$ cat src/rtl/nco_quarter_cos.sv
module nco_quarter_cos #(
  parameter int PHASE_W = 18,
  parameter int LUT_PHASE_W = 10,
  parameter int AMP_W = 8
) (
  input  logic                     clk,
  input  logic                     rst,
  input  logic [PHASE_W-1:0]       fcw,
  output logic signed [AMP_W-1:0]  sample
);
  localparam int QADDR_W = LUT_PHASE_W - 2;
  localparam int DEPTH   = 1 << QADDR_W;
  localparam int MAG_W   = AMP_W - 1;
  localparam int PEAK    = (1 << MAG_W) - 1;

  logic [PHASE_W-1:0] acc;
  logic [MAG_W-1:0]   mag_q;
  logic               neg_q;

  wire [LUT_PHASE_W-1:0] phase = acc[PHASE_W-1 -: LUT_PHASE_W];
  wire [1:0]             quad  = phase[LUT_PHASE_W-1 -: 2];
  wire [QADDR_W-1:0]     raw   = phase[QADDR_W-1:0];
  wire [QADDR_W-1:0]     addr  = quad[0] ? ~raw : raw;

  // quarter-wave cosine table, sampled at half-step offsets
  logic [MAG_W-1:0] lut [DEPTH];
  for (genvar k = 0; k < DEPTH; k++) begin : g_lut
    localparam real ANG = 1.5707963267948966 * (real'(k) + 0.5) / real'(DEPTH);
    localparam int  VAL = $rtoi($floor(real'(PEAK) * $cos(ANG) + 0.5));
    assign lut[k] = MAG_W'(VAL);
  end

  always_ff @(posedge clk) begin
    if (rst) begin
      acc   <= '0;
      mag_q <= '0;
      neg_q <= 1'b0;
    end else begin
      acc   <= acc + fcw;
      mag_q <= lut[addr];
      neg_q <= quad[1] ^ quad[0];
    end
  end

  assign sample = neg_q ? ~{1'b0, mag_q} : {1'b0, mag_q};

  logic [1:0] live;
  always_ff @(posedge clk) begin
    if (rst) live <= '0;
    else if (live != 2'd3) live <= live + 2'd1;
  end

  assert_reset_zero_R1: assert property (@(posedge clk) disable iff (rst)
    $fell(rst) |-> sample == '0);

  assert_sign_follows_quadrant_R5: assert property (@(posedge clk) disable iff (rst)
    live != 2'd0 |-> sample[AMP_W-1] == ($past(quad[1]) ^ $past(quad[0])));

  assert_quadrant_edge_peak_R4: assert property (@(posedge clk) disable iff (rst)
    (live != 2'd0 && $past(raw) == '0 && !$past(quad[0]))
      |-> (sample == AMP_W'(PEAK) || sample == AMP_W'(-PEAK - 1)));

  assert_hold_on_zero_word_R8: assert property (@(posedge clk) disable iff (rst)
    (live >= 2'd2 && $past(fcw, 2) == '0) |-> $stable(sample));
endmodule

$ cat config.mk
export PLATFORM = sky130hd
export DESIGN_NAME = nco_quarter_cos
export DESIGN_NICKNAME = d
export VERILOG_FILES = /design/src/rtl/nco_quarter_cos.sv
export SDC_FILE = /design/constraint.sdc
export NUM_CORES = 1
export LEC_CHECK = 0
export ABC_AREA = 1
export BUFFER_PORTS_ARGS = -buffer_cell sky130_fd_sc_hd__buf_2
export CORE_MARGIN = 4
export CORE_UTILIZATION = 55
export DETAILED_ROUTE_END_ITERATION = 16
export GPL_TIMING_DRIVEN = 0
export PLACE_DENSITY = 0.78
export SKIP_CTS_REPAIR_TIMING = 1
export SLEW_MARGIN = 20
export SYNTH_ARGS = -nofsm -noshare
export SYNTH_HDL_FRONTEND = slang
export SYNTH_SLANG_ARGS = --single-unit
$ cat constraint.sdc
create_clock -name clk -period 2.2 [get_ports clk]
set_clock_uncertainty 0.2 [all_clocks]
set_input_delay 0.11 -clock clk [delete_from_list [all_inputs] [get_ports clk]]
set_output_delay 0.11 -clock clk [all_outputs]
set_load 0.005 [all_outputs]
# Word level (Yosys, flattened, before mapping)
# Memories as Yosys holds them, arrays and structs flattened. A register that Yosys moved wholly into a read port is not among the register bits.
# Cells that the tools add are included.
dict set report word_totals {
  memories 1
  rom_bits 1792
  regBits 19
}
# name depth width read_ports rd_clocked_by_memory_dff write_ports line_no
set mem_list {}
lappend mem_list {{(name not given)} 256 7 1 1 0 40} ;# mag_q <= lut[addr];
dict set report classes {
  muxes 2
  add_sub_neg 1
  n_bitwise 4
}
# op n
set op_table {}
lappend op_table {{$add A18 B18 Y18} 1}
lappend op_table {{$mux W8} 2}
lappend op_table {{$not A8 Y9} 1}
lappend op_table {{$not A7 Y8} 1}
lappend op_table {{$not A8 Y8} 1}
lappend op_table {{$xor A1 B1 Y1} 1}

# Longest topological paths before layout
dict set report depth {
  word_depth 3
  depth_mapped 16
}

# Worst setup path after synthesis
# OpenSTA, ideal clock, no wires.
dict set report synth_timing {
  kind {flip-flop to flip-flop}
  start {reg acc[0]}
  end {reg acc[12]}
  path_slack_ps -2
  path_stages_with_launch 13
  path_buffers 0
  required_time_ps 1889
  synth_period_minus_slack_ps 2202
  arrival_time_ps 1891
  path_cell_list {dfxtp_1 > ha_1 > fa_1 > nand2_1 > inv_1 > o21ai_0 > nand2_1 > a21oi_1 > o21ai_0 > a21oi_1 > nand2_1 > nand2_1 > nor2_1}
}
dict set report synth_via {
  elab_chain_cells 1
}
# element line_no
set synth_lines {}
lappend synth_lines {{start: declaration} 16} ;# logic [PHASE_W-1:0] acc;
lappend synth_lines {{start signal: assignment} 39} ;# acc <= acc + fcw;
lappend synth_lines {{$add A18 B18 Y18} 39}
# No other way between the ends.
# A chain may end at the register's enable or synchronous reset.

# Worst setup path after layout
dict set report layout_timing {
  start {reg acc[16]}
  end {reg mag_q[0]}
}
dict set report layout_via {
  elab_chain_cells 2
}
# element line_no
set layout_lines {}
lappend layout_lines {{$mux W8} 23} ;# wire [QADDR_W-1:0] addr = quad[0] ? ~raw : raw;
lappend layout_lines {{$not A8 Y9 (implied by the code)} 40}
lappend layout_lines {{end: declaration} 17} ;# logic [MAG_W-1:0] mag_q;
# No other way between the ends.

==> summary.md <==
| Metric | Value |
|---|---|
| Root Buffer | `clkbuf_8` |
| ANT cells | `0` |
| Hold Slack | `17.8 ps` |
| Vias in the first global route | `~3.2k` |
| Crit end category | `flop` |
| Fraction of layout cells with a size suffix above 1 | `22.5%` |
| Achievable Freq | `approximately 0.46 GHz` |
| RSZ-0062 raised after global routing | `true` |
| Core area | `0.00520 mm^2` |
| Final std cells w/o fill | `616` |
| Worst Tran Pin Value | `596 ps` |
| GRT overflow | `0` |
| Initial DRT Pass Iterations | `5` |
| Full die area | `0.00669 mm^2` |
| Clock slew at reported path FFs | `100 ps` |
| Pleak | `roughly 1.9 nW` |
| Initial antenna violation count | `0` |
| Final core utilization | `between 70% and 80%` |
| CTS tree | `built` |
| Max Root-Sink Buffers | `2` |
| DR WL/cell | `between 10 and 15 um` |
| IO Count | `28` |
| FP Rows | `26` |
| Routed WL | `just over 9 mm` |
| PortBufs | `27` |
| Yosys top cell by area | `nand2_1` |
| Int Pwr | `between 3 and 4 mW` |
| Worst EP arrival | `around 2100 ps` |
| Clock latency on the worst-skew pair | `280 ps` |
| Sw Ratio | `a little under three fifths` |
| Switch Pwr | `3.81 mW` |
| Final HPWL DP | `about 6.8 mm` |
| Final Wtd Congestion | `0.955` |
| Logic pwr share | `82.5%` |
| Dominant cells by area after synthesis | `nand2_1 (20%), dfxtp_1 (17%), ha_1 (10%), nand3_1 (8.5%), a21oi_1 (7.0%)` |
| CP Data Required Time | `between 2000 and 2500 ps` |
| Clk network pwr share | `5.9%` |
| Number of CTS-inserted buffers | `3` |
| Clock Sinks | `26` |
| Fin crit share | `roughly 98%` |
| Yosys reg bits | `26` |
| Post-synth cell types | `39` |
| GRT Util Overall | `~28%` |
| Share of the synthesized area in the top cell type | `19.9%` |
| Worst hold path type | `in -> reg` |
| Area delta synth->final | `23.8%` |
| Syn Area/Cell | `between 6 and 7 um^2` |
| EDFF count, synth | `0` |
| Power density cells | `1860 mW/mm^2` |
| Final Hold Fails | `0` |
| Top-count cell post-synth | `nand2_1` |
| Antenna viol nets, final | `0` |
| Slew headroom | `60.3%` |
| Die Y | `just over 80 um` |
| DR DRC count | `0` |
| Outcome | `completed` |
| Fraction of registers with async set/reset | `0%` |
| Fin crit period | `2160 ps` |
| Ys Warns | `0` |
| Nets | `about 600` |
| H-tree Lvls | `1` |
| Crit-path max FO | `7` |
| Final Slew Violations | `0` |
| Mapped Nets | `538` |
| Largest net degree at the start of global routing | `16` |
| DR vias/cell | `about 5.8` |
| Synthesized area | `between 0.002 and 0.003 mm^2` |
| Iteration-0 DRC Markers | `323` |
| Register area share after synthesis | `17.4%` |
| First-pass GRT wire length | `approximately 14 mm` |
| Synth Flop Type | `dfxtp_1` |
| Final setup fails | `0` |
| Crit Path Class | `reg -> reg` |
| Sequential group share of total power | `11.5%` |
| Placed Cells | `590` |
| Synth Instances | `493` |
| Die Span X | `81.8 um` |
| Worst setup SP type | `flop` |
| Via count | `3554` |
| Synth cell count leaders | `nand2_1 (159), nand3_1 (51), inv_1 (45), a21oi_1 (42), nor2_1 (39)` |
| Number of max-cap violations | `0` |
| Maximum vdd drop | `0.816 mV` |
| Initial Util | `between 50% and 60%` |
[per-stage QoR]
stage	power [mW]	TNS, ps	worst slack (ps)	instance area, um^2
2_1_floorplan	4.43	0	59.2	3000
3_3_place_gp	5.54	-2160	-243	3220
3_5_place_dp	5.56	-2560	-281	3220
4_1_cts	6.01	-2900	-313	3290
5_1_grt	7.54	-255	-61.6	3710
6_report	6.90	0	36.8	3710
[flip-flops by register name, summed over array words and instances, names as in the netlist]
name,count
mag_q,7
acc,18
neg_q,1
[cells by family after synthesis]
logic type                 Yosys count  synth area share, %
and+or+nand+nor                    267                 37.4
AOI/OAI and AO/OA                   93                 17.0
xor gates and xnor gates            17                 6.97
adders and majority gates           25                 10.7
buffers and inverters               65                 10.5
DFF                                 26                 17.4
[metal layers]
metal / GRT usage [%] / wire length (um) / vias up
met2: 51.4 / 4600 / 199
met1: 33.4 / 3550 / 1586
met3: 3.40 / 698 / 39
li1: - / - / 1730
met4: 7.48 / 316 / 0
met5: 0 / 0 / -
[power by group through the flow]
stage / Clock [mW] / Combinational (mW) / Sequential, mW
after floorplan: 0 / 3.68 / 0.756
after global placement: 0 / 4.76 / 0.779
after detailed placement: 0 / 4.77 / 0.794
after CTS: 0.422 / 4.81 / 0.781
after global routing: 0.446 / 6.28 / 0.812
final: 0.411 / 5.70 / 0.795
[cell type report]
class | count | area, um^2
Clock buffer | 3 | 41.3
Inverter | 48 | 188
Fill cell | 463 | 1500
Buffer | 17 | 144
Multi-Input combinational cell | 402 | 2370
Timing Repair Buffer | 49 | 325
Sequential cell | 26 | 527
Clock inverter | 1 | 30.0
Tap cell | 70 | 87.6
[layout by cell type (no fill, tap or decap), types with 4 or more instances in the layout]
master / n
xor2_1: 9
inv_2: 5
dfxtp_2: 5
nand3b_1: 4
dfxtp_1: 21
o21ai_0: 20
nand2_4: 4
ha_4: 5
nand4_1: 6
nand2_2: 10
a21oi_1: 36
buf_2: 28
buf_6: 6
o21ai_1: 10
a21oi_2: 6
nand3_1: 49
buf_4: 22
nor2_1: 38
ha_1: 17
nand2_1: 148
inv_1: 41
[critical path, cell delays in order (launching register included)]
cell and delay [ps]:
dfxtp_2 340, buf_6 140, buf_12 110, nand2_2 60
nand2_4 110, ha_4 170, inv_6 50, nor2_1 130
inv_1 120, nand3_1 130, nand2_1 70, nand2_1 60
nand2_1 50, nand2_1 50, nand3_1 90, nand2_2 100
a21oi_2 50
[final timing paths]
path	slack, ps	startpoint	depth (start not counted)	to
worst max-delay path	40	acc[16]	16	mag_q[0]
worst min-delay path	20	fcw[4]	3	acc[4]
worst max register to register	40	acc[16]	16	mag_q[0]
worst min register to register	360	acc[17]	2	neg_q
Note: power is estimated with default switching activity, not from simulation.
